[config.mk]
export PLATFORM = sky130hd
export DESIGN_NAME = xlat_win_table
export DESIGN_NICKNAME = d
export VERILOG_FILES = /design/src/rtl/xlat_win_pkg.sv /design/src/rtl/xlat_win_regs.sv /design/src/rtl/xlat_win_match.sv /design/src/rtl/xlat_win_prio.sv /design/src/rtl/xlat_win_table.sv
export SDC_FILE = /design/constraint.sdc
export NUM_CORES = 2
export LEC_CHECK = 0
export ABC_CLOCK_PERIOD_IN_PS = 7600
export BUFFER_PORTS_ARGS = -buffer_cell sky130_fd_sc_hd__buf_4
export CAP_MARGIN = 20
export CORE_ASPECT_RATIO = 1.75
export CORE_UTILIZATION = 55
export CTS_CLUSTER_SIZE = 28
export DETAILED_ROUTE_END_ITERATION = 10
export PLACE_DENSITY = 0.77
export SLEW_MARGIN = 5
export SYNTH_ARGS = -nofsm -noshare
export SYNTH_HDL_FRONTEND = slang
export SYNTH_SLANG_ARGS = --single-unit
[constraint.sdc]
create_clock -name clk -period 7.6 [get_ports clk]
set_input_delay 1.52 -clock clk [delete_from_list [all_inputs] [get_ports clk]]
set_output_delay 1.52 -clock clk [all_outputs]
set_load 0.05 [all_outputs]
[src/rtl/xlat_win_pkg.sv]
package xlat_win_pkg;
  localparam int XW_AW   = 64;
  localparam int XW_DW   = 32;
  localparam int XW_CFGW = 9;

  typedef enum logic [1:0] {
    XW_CFG  = 2'd0,
    XW_IO   = 2'd1,
    XW_MEM  = 2'd2,
    XW_RSVD = 2'd3
  } xw_kind_e;

  typedef struct packed {
    logic             en;
    xw_kind_e         kind;
    logic [XW_AW-1:0] mask;
    logic [XW_AW-1:0] lbase;
    logic [XW_AW-1:0] rbase;
  } xw_entry_t;

  // word select inside a window's 16-byte block
  localparam logic [1:0] XW_W_CTRL  = 2'd0;
  localparam logic [1:0] XW_W_LBLO  = 2'd1;
  localparam logic [1:0] XW_W_RBLO  = 2'd2;
  localparam logic [1:0] XW_W_RBHI  = 2'd3;
endpackage

[src/rtl/xlat_win_regs.sv]
module xlat_win_regs
  import xlat_win_pkg::*;
#(
  parameter int NUM_WIN = 8
) (
  input  logic                          clk,
  input  logic                          rst,
  input  logic                          we,
  input  logic [XW_CFGW-1:0]            addr,
  input  logic [XW_DW-1:0]              wdata,
  output xw_entry_t [NUM_WIN-1:0]       win_o
);
  logic [1:0] word;
  logic       ext_region;
  logic       ext_is_base;
  logic       unused_bits;

  assign word        = addr[3:2];
  assign ext_region  = addr[8] & ~addr[7];
  assign ext_is_base = addr[6];
  assign unused_bits = ^{addr[1:0], wdata[9:3]};

  for (genvar g = 0; g < NUM_WIN; g++) begin : g_win
    localparam logic [3:0] GI = 4'(g);
    logic main_sel;
    logic ext_sel;
    xw_entry_t ent_q;

    assign main_sel = we & ~addr[8] & (addr[7:4] == GI);
    assign ext_sel  = we & ext_region & (addr[5:2] == GI);

    always_ff @(posedge clk) begin
      if (rst) begin
        ent_q <= '0;
      end else if (main_sel) begin
        case (word)
          XW_W_CTRL: begin
            ent_q.en         <= wdata[0];
            ent_q.kind       <= xw_kind_e'(wdata[2:1]);
            ent_q.mask[31:0] <= {wdata[31:10], 10'd0};
          end
          XW_W_LBLO: ent_q.lbase[31:0] <= {wdata[31:2], 2'b00};
          XW_W_RBLO: ent_q.rbase[31:0] <= wdata;
          default:   ent_q.rbase[63:32] <= wdata;
        endcase
      end else if (ext_sel) begin
        if (ext_is_base) ent_q.lbase[63:32] <= wdata;
        else             ent_q.mask[63:32]  <= wdata;
      end
    end

    assign win_o[g] = ent_q;
  end
endmodule

[src/rtl/xlat_win_match.sv]
module xlat_win_match
  import xlat_win_pkg::*;
#(
  parameter int NUM_WIN = 8
) (
  input  xw_entry_t [NUM_WIN-1:0] win_i,
  input  logic [XW_AW-1:0]        addr,
  output logic [NUM_WIN-1:0]      hit
);
  for (genvar g = 0; g < NUM_WIN; g++) begin : g_cmp
    logic in_range;
    assign in_range = (((addr ^ win_i[g].lbase) & win_i[g].mask) == '0);
    assign hit[g]   = win_i[g].en & (win_i[g].kind != XW_RSVD) & in_range;
  end
endmodule

[src/rtl/xlat_win_prio.sv]
module xlat_win_prio #(
  parameter int NUM_WIN = 8,
  localparam int IDX_W  = (NUM_WIN > 1) ? $clog2(NUM_WIN) : 1
) (
  input  logic [NUM_WIN-1:0] hit,
  output logic               any,
  output logic [IDX_W-1:0]   idx
);
  always_comb begin
    any = |hit;
    idx = '0;
    for (int i = NUM_WIN - 1; i >= 0; i--) begin
      if (hit[i]) idx = IDX_W'(i);
    end
  end
endmodule

[src/rtl/xlat_win_table.sv]
module xlat_win_table
  import xlat_win_pkg::*;
#(
  parameter int NUM_WIN = 8,
  localparam int IDX_W  = (NUM_WIN > 1) ? $clog2(NUM_WIN) : 1
) (
  input  logic                clk,
  input  logic                rst,
  input  logic                cfg_we,
  input  logic [XW_CFGW-1:0]  cfg_addr,
  input  logic [XW_DW-1:0]    cfg_wdata,
  input  logic                req_valid,
  input  logic [XW_AW-1:0]    req_addr,
  output logic                rsp_valid,
  output logic                rsp_hit,
  output logic                rsp_err,
  output logic [XW_AW-1:0]    rsp_addr,
  output logic [1:0]          rsp_kind,
  output logic [IDX_W-1:0]    rsp_win
);
  xw_entry_t [NUM_WIN-1:0] win_tab;
  logic [NUM_WIN-1:0]      hit_vec;
  logic                    any_hit;
  logic [IDX_W-1:0]        sel_idx;
  xw_entry_t               sel_ent;
  logic [XW_AW-1:0]        xlat_addr;

  xlat_win_regs #(.NUM_WIN(NUM_WIN)) u_regs (
    .clk   (clk),
    .rst   (rst),
    .we    (cfg_we),
    .addr  (cfg_addr),
    .wdata (cfg_wdata),
    .win_o (win_tab)
  );

  xlat_win_match #(.NUM_WIN(NUM_WIN)) u_match (
    .win_i (win_tab),
    .addr  (req_addr),
    .hit   (hit_vec)
  );

  xlat_win_prio #(.NUM_WIN(NUM_WIN)) u_prio (
    .hit (hit_vec),
    .any (any_hit),
    .idx (sel_idx)
  );

  assign sel_ent   = win_tab[sel_idx];
  assign xlat_addr = sel_ent.rbase | (req_addr & ~sel_ent.mask);

  always_ff @(posedge clk) begin
    if (rst) begin
      rsp_valid <= 1'b0;
      rsp_hit   <= 1'b0;
      rsp_err   <= 1'b0;
      rsp_addr  <= '0;
      rsp_kind  <= '0;
      rsp_win   <= '0;
    end else begin
      rsp_valid <= req_valid;
      rsp_hit   <= req_valid & any_hit;
      rsp_err   <= req_valid & ~any_hit;
      if (req_valid && any_hit) begin
        rsp_addr <= xlat_addr;
        rsp_kind <= sel_ent.kind;
        rsp_win  <= sel_idx;
      end else begin
        rsp_addr <= '0;
        rsp_kind <= '0;
        rsp_win  <= '0;
      end
    end
  end
endmodule

# Yosys cells after proc, flatten, opt, wreduce, memory -nomap -nowiden
# Index checks and enable logic that the tools add are counted.
[op_classes]
eq_ne = 24
mux = 10
reduce_logical = 63
bitwise = 70
order_cmp = 1
[op_table]
columns = ["cell", "n"]
rows = [
  ["binary-select mux 195 bit (select 3 bit)", 1],
  ["bitwise AND 64 bit", 9],
  ["logical NOT 64 bit", 8],
  ["XOR 64 bit", 8],
  ["2-to-1 mux 194 bit", 1],
  ["NOT 64 bit", 1],
  ["OR 64 bit", 1],
  ["AND reduction 2 bit", 32],
  ["AND reduction 3 bit", 16],
  ["bitwise AND 1 bit", 37],
  ["== test 4 x 3 -> 1 bit, second input constant", 8],
  ["2-to-1 mux 3 bit", 8],
  ["== test 4 x 2 -> 1 bit, second input constant", 4],
  ["!= test 2 bit, second input constant", 8],
  ["NOT 1 bit", 14],
  ["== test 4 x 1 -> 1 bit, second input constant", 2],
  ["logical NOT 4 bit", 2],
  ["OR reduction 8 bit", 1],
  ["less-than comparator 3 x 4 -> 1 bit, second input constant", 1],
  ["OR reduction 3 bit", 1],
  ["== test 2 x 1 -> 1 bit, second input constant", 1],
  ["== test 2 bit, second input constant", 1],
  ["logical NOT 2 bit", 1],
  ["OR reduction 2 bit", 1],
  ["logical AND 1 bit", 1],
]
[totals]
in_bits = 109
ff_bits = 1536
out_inout_bits = 72
elab_cells = 238

# Longest topological paths before layout
[depth]
ltp_word = 17
mapped_depth = 16
mapped_depth_nobuf = 11

# Modules after synthesis
# Synthesis repeated with hierarchy kept, for this count alone.
[hier_totals]
hier_cells = 6655
hier_area_um2 = 73797.0
[by_module_without_submodules]
columns = ["mod", "cells_each", "area_each_um2", "instances"]
rows = [
  ["xlat_win_regs", 5067, 56450.4, 1],
  ["xlat_win_table", 671, 9561.7, 1],
  ["xlat_win_match", 904, 7703.6, 1],
  ["xlat_win_prio", 13, 81.3, 1],
]

# Worst setup path before layout
# No wires, ideal clock.
[synth_path]
path_kind = "input port to flip-flop"
from = "input port req_addr[38]"
to = "register rsp_addr[37]"
setup_slack_ps = 3084
setup_time_ps = 117
n_path_buf = 3
required_time_ps = 7483
arrival_time_ps = 4399
stages = 13
cell_sequence = "buf_2 xor2_1 a22oi_1 nand4_1 or4_1 nor2_1 o211ai_2 a31oi_4 buf_6 buf_2 mux2_2 a221o_1 a22o_1"
[synth_via]
elab_chain_len = 17
[synth_rtl]
columns = ["item", "line", "text"]
rows = [
  ["start, declared", "xlat_win_table.sv:13", "input logic [XW_AW-1:0] req_addr,"],
  ["XOR 64 bit", "xlat_win_match.sv:12", "assign in_range = (((addr ^ win_i[g].lbase) & win_i[g].mask) == '0);"],
  ["bitwise AND 64 bit", "xlat_win_match.sv:12", ""],
  ["logical NOT 64 bit", "xlat_win_match.sv:12", ""],
  ["bitwise AND 1 bit", "xlat_win_match.sv:13", "assign hit[g] = win_i[g].en & (win_i[g].kind != XW_RSVD) & in_range;"],
  ["2-to-1 mux 3 bit (8 in series)", "xlat_win_prio.sv:13", "if (hit[i]) idx = IDX_W'(i);"],
  ["binary-select mux 195 bit (select 3 bit)", "xlat_win_table.sv:49", "assign sel_ent = win_tab[sel_idx];"],
  ["2-to-1 mux 194 bit (not written as such)", "xlat_win_table.sv:49", ""],
  ["NOT 64 bit", "xlat_win_table.sv:50", "assign xlat_addr = sel_ent.rbase | (req_addr & ~sel_ent.mask);"],
  ["bitwise AND 64 bit", "xlat_win_table.sv:50", ""],
  ["OR 64 bit", "xlat_win_table.sv:50", ""],
  ["end signal, assigned", "xlat_win_table.sv:65", "rsp_addr <= xlat_addr;"],
  ["end, declared", "xlat_win_table.sv:17", "output logic [XW_AW-1:0] rsp_addr,"],
]
# Parallel ways exist; a longest one is shown, timed or not. The select of a mux whose other input is x is not followed.
# A chain may end at the register's enable or synchronous reset.

# Worst setup path after layout
[layout_path]
from = "input port req_addr[43]"
to = "register rsp_addr[12]"
# Same word-level chain as after synthesis.

==> metrics.md <==
| Metric | Value |
|---|---|
| Vias/cell | 6.43 |
| Leading cell type in the layout, fill and taps excluded | nand2_1 |
| Endpoint class of the critical path | register |
| Multiplexer area fraction after synthesis | about 9.1% |
| Routed wl met2 | around 110000 µm |
| Fraction of layout cells with a size suffix above 1 | ~8.8% |
| Top area cells in the synthesized netlist | dfxtp_1, nand2_1, a21oi_1 |
| Core ar. | around 120000 µm² |
| Final Cycle Share | between 70% and 80% |
| Post-Synth Simple-Gate Area | 20.2% |
| Vias in the first global route | roughly 56000 |
| Synth cell types | 44 |
| Worst EP required | between 8 and 9 ns |
| CTS Buffer Depth | 3 |
| Area after DPL | between 60000 and 70000 µm² |
| Vias | ~62000 |
| H-tree depth | 4 |
| Reg2Reg Setup Slack | ~2.6 ns |
| Most frequent cells in the layout | nand2_1, dfxtp_1, a21oi_1 |
| Complex-gate fraction of the synthesized area | between 10% and 20% |
| Initial Utilization | between 50% and 60% |
| Final setup margin | approximately 1.8 ns |
| Die width | 263 µm |
| Global-route wire length before repair | 389000 µm |
| Critical path class | input port to register |
| Placed cells | 9357 |
| Post-CTS setup buffer count | 0 |
| XOR/XNOR Fraction of Synth Area | roughly 5.8% |
| Total Nets Final | between 8000 and 9000 |
| Hold path cells | 2 |
| Crit Path Max Fanout | 32 |
| DP Worst Slack | around 1.5 ns |
| Fin Hold WS | 0.453 ns |
| Initial DRT Pass Iterations | 9 |
| Worst-Skew Late Latency | 0.80 ns |
| Post-synthesis register bit count | ~1500 |
| # rows | 166 |
| PortBufs | ~180 |
| Slew Limit Fails | 0 |
| EDFF count, synth | 0 |
| Maximum capacitance violations | 0 |
| Maximum vdd drop | ~0.00018 V |
| Hpwl dp | between 150000 and 200000 µm |
| Clock slew at reported path FFs | approximately 0.07 ns |
| DIE HEIGHT | ~460 µm |
| Hold Startpoint | u_regs.win_o[1027]$_SDFFE_PP0P_ |
| Setup Total Neg Slack | 0 ns |
| Initial antenna violation count | 15 |
| DR DRC count | 0 |
| RSZ-0062 raised after global routing | no |
| Async S/R FF share, synth | 0% |
| Met3 wire length | 36400 µm |
| Worst Path Arrival | ~6.5 ns |
| Routability cong. | between 1 and 1.5 |
| Post-Synthesis Cells | approximately 8300 |
| CP startpoint kind | input port |
| Relative slew slack | 13.2% |
| Fin cells | 9600 |
| TritonCTS clock tree | yes |
| Largest family of logic cells by synthesized area | simple AND/OR/NAND/NOR gates |
| Worst r2r dst | rsp_addr[12]$_SDFF_PP0_ |
| Tmin final | about 5.8 ns |
| Setup Viol. Count Final | 0 |
| Hold endpoint | u_regs.win_o[1027]$_SDFFE_PP0P_ |
| Worst r2r src | u_regs.win_o[690]$_SDFFE_PP0P_ |
| GRT overflow | 0 |
| Iter 0 DRT Violations | between 9000 and 10000 |
| Pleak | approximately 24 nW |
| Syn. warnings | 0 |
| Max Freq | 173 MHz |
| Total wire length | between 200000 and 300000 µm |
| Reg2Reg Depth | 12 |
| CTS buffer count | ~130 |
| Uppermost layer routed | met5 |
| Area leader, netlist | dfxtp_1 |
| Sequential area share after synthesis | between 40% and 50% |
| Total die area | 120000 µm² |
| Final Hold Vio Count | 0 |
| Synth-to-Final Area Change | 9.02% |
| Sink Count | 1472 |
| Worst Max-Slew Pin Slew | approximately 1.3 ns |
| Average size of a mapped cell | roughly 7.9 µm² |
| PostCTS Resize Cnt | 0 |
| Top cell type's share of synthesized area | a little under half |
| Run status | finished clean |
| Synthesized cell area | between 60000 and 70000 µm² |
| Final Cell Area | between 70000 and 80000 µm² |
| CTS Hold Buffers Added | 0 |
| Wire length on met1 | between 90000 and 100000 µm |
| Hold WC Path Type | register to register |
| Global Route Usage Sum | between 40 and 50% |
| I/O pins | around 180 |
| Pin count of the biggest net entering global routing | around 250 |
| Final ANT Viol Nets | 0 |
| Drt wl/cell | 28.6 µm |
| Adder-Cell Fraction of Synth Area | 0% |
| Mapped Nets | roughly 8400 |
| Most used DFF post-synth | dfxtp_1 |
| Layout Skew | ~0.03 ns |
| Power density cells | 220 nW/µm² |
| Root Buffer | clkbuf_16 |
logic make-up (layout without fill, tap and decap cells):
| family | after synthesis | after routing |
|---|---|---|
| AND/OR/NAND/NOR | 3315 | 3315 |
| AO/OA/AOI/OAI | 1754 | 1754 |
| flip-flops | 1472 | 1472 |
| buffers and inverters | 736 | 534 |
| multiplexers | 574 | 574 |
| XOR/XNOR | 432 | 432 |
| other | 0 | 7 |
per-layer routing:
metal  global-route usage [%]  vias to the layer above
li1                         -                    26900
met1                     52.2                    29289
met2                     63.8                     4376
met3                     12.4                     1194
met4                     43.5                       14
met5                        0                        -
flip-flops by register name, indices dropped and copies added, names as in the netlist:
register      cells
rsp_valid         1
rsp_win           3
rsp_addr         64
rsp_hit           1
rsp_err           1
u_regs.win_o   1400
rsp_kind          2
worst max-delay path, cell delays in order:
cell	delay, ns
buf_4	0.41
xor2_1	0.13
a222oi_1	0.67
nand3_1	0.13
or4_1	0.61
nor2_1	0.23
o211ai_2	0.20
a31oi_4	0.27
buf_12	0.31
buf_4	0.42
mux2i_1	1.01
nand3_1	0.17
nand3_1	0.16
a22o_1	0.14
worst max-delay path by stage:
stage	from	end	slack, ns	depth (start not counted)
floorplan	req_addr[38]	rsp_addr[37]$_SDFF_PP0_	3.08	13
global placement	req_addr[43]	rsp_addr[42]$_SDFF_PP0_	1.50	14
detailed placement	req_addr[43]	rsp_addr[42]$_SDFF_PP0_	1.47	14
CTS	req_addr[43]	rsp_addr[42]$_SDFF_PP0_	2.28	14
global route	req_addr[52]	rsp_addr[12]$_SDFF_PP0_	1.88	14
finish	req_addr[43]	rsp_addr[12]$_SDFF_PP0_	1.83	14
cells in the mapped netlist (5+ instances only):
cell and n:
nand2_1 2867, dfxtp_1 1472, a21oi_1 1413, clkbuf_1 596
xor2_1 432, mux2i_1 422, a22oi_1 200, nand3_1 174
mux2_2 150, nor2_1 92, nand3b_1 76, buf_2 63
a22o_1 56, nand4_1 49, a221o_1 42, buf_4 42
buf_1 20, nor2b_1 18, a211oi_1 12, nor3_1 12
o2bb2ai_1 10, a222oi_1 8, nor4_1 8, inv_1 7
a221oi_1 5, and2_1 5, nand2b_1 5
stage by stage:
stage	total power [W]	utilization [%]
floorplan	0.00835	-
global placement	0.00875	56.8
detailed placement	0.00876	56.9
CTS	0.0156	60.6
global route	0.0159	60.7
finish	0.0156	60.7
power breakdown:
part | total [W] | switching [W] | internal (W)
combinational | 0.000908 | 0.000749 | 0.000160
sequential | 0.00774 | 0.0000139 | 0.00773
clock | 0.00699 | 0.00312 | 0.00387
area by class of cell:
| cell class | instances | area (µm²) |
|---|---|---|
| multi-input combinational | 6075 | 33000 |
| timing repair buffer | 293 | 2420 |
| clock buffer | 185 | 3850 |
| clock inverter | 48 | 567 |
| sequential | 1472 | 29500 |
| tap | 1512 | 1890 |
| antenna | 7 | 17.5 |
| fill | 10204 | 46100 |
| inverter | 8 | 30.0 |
Note: power is estimated with default switching activity, not from simulation.
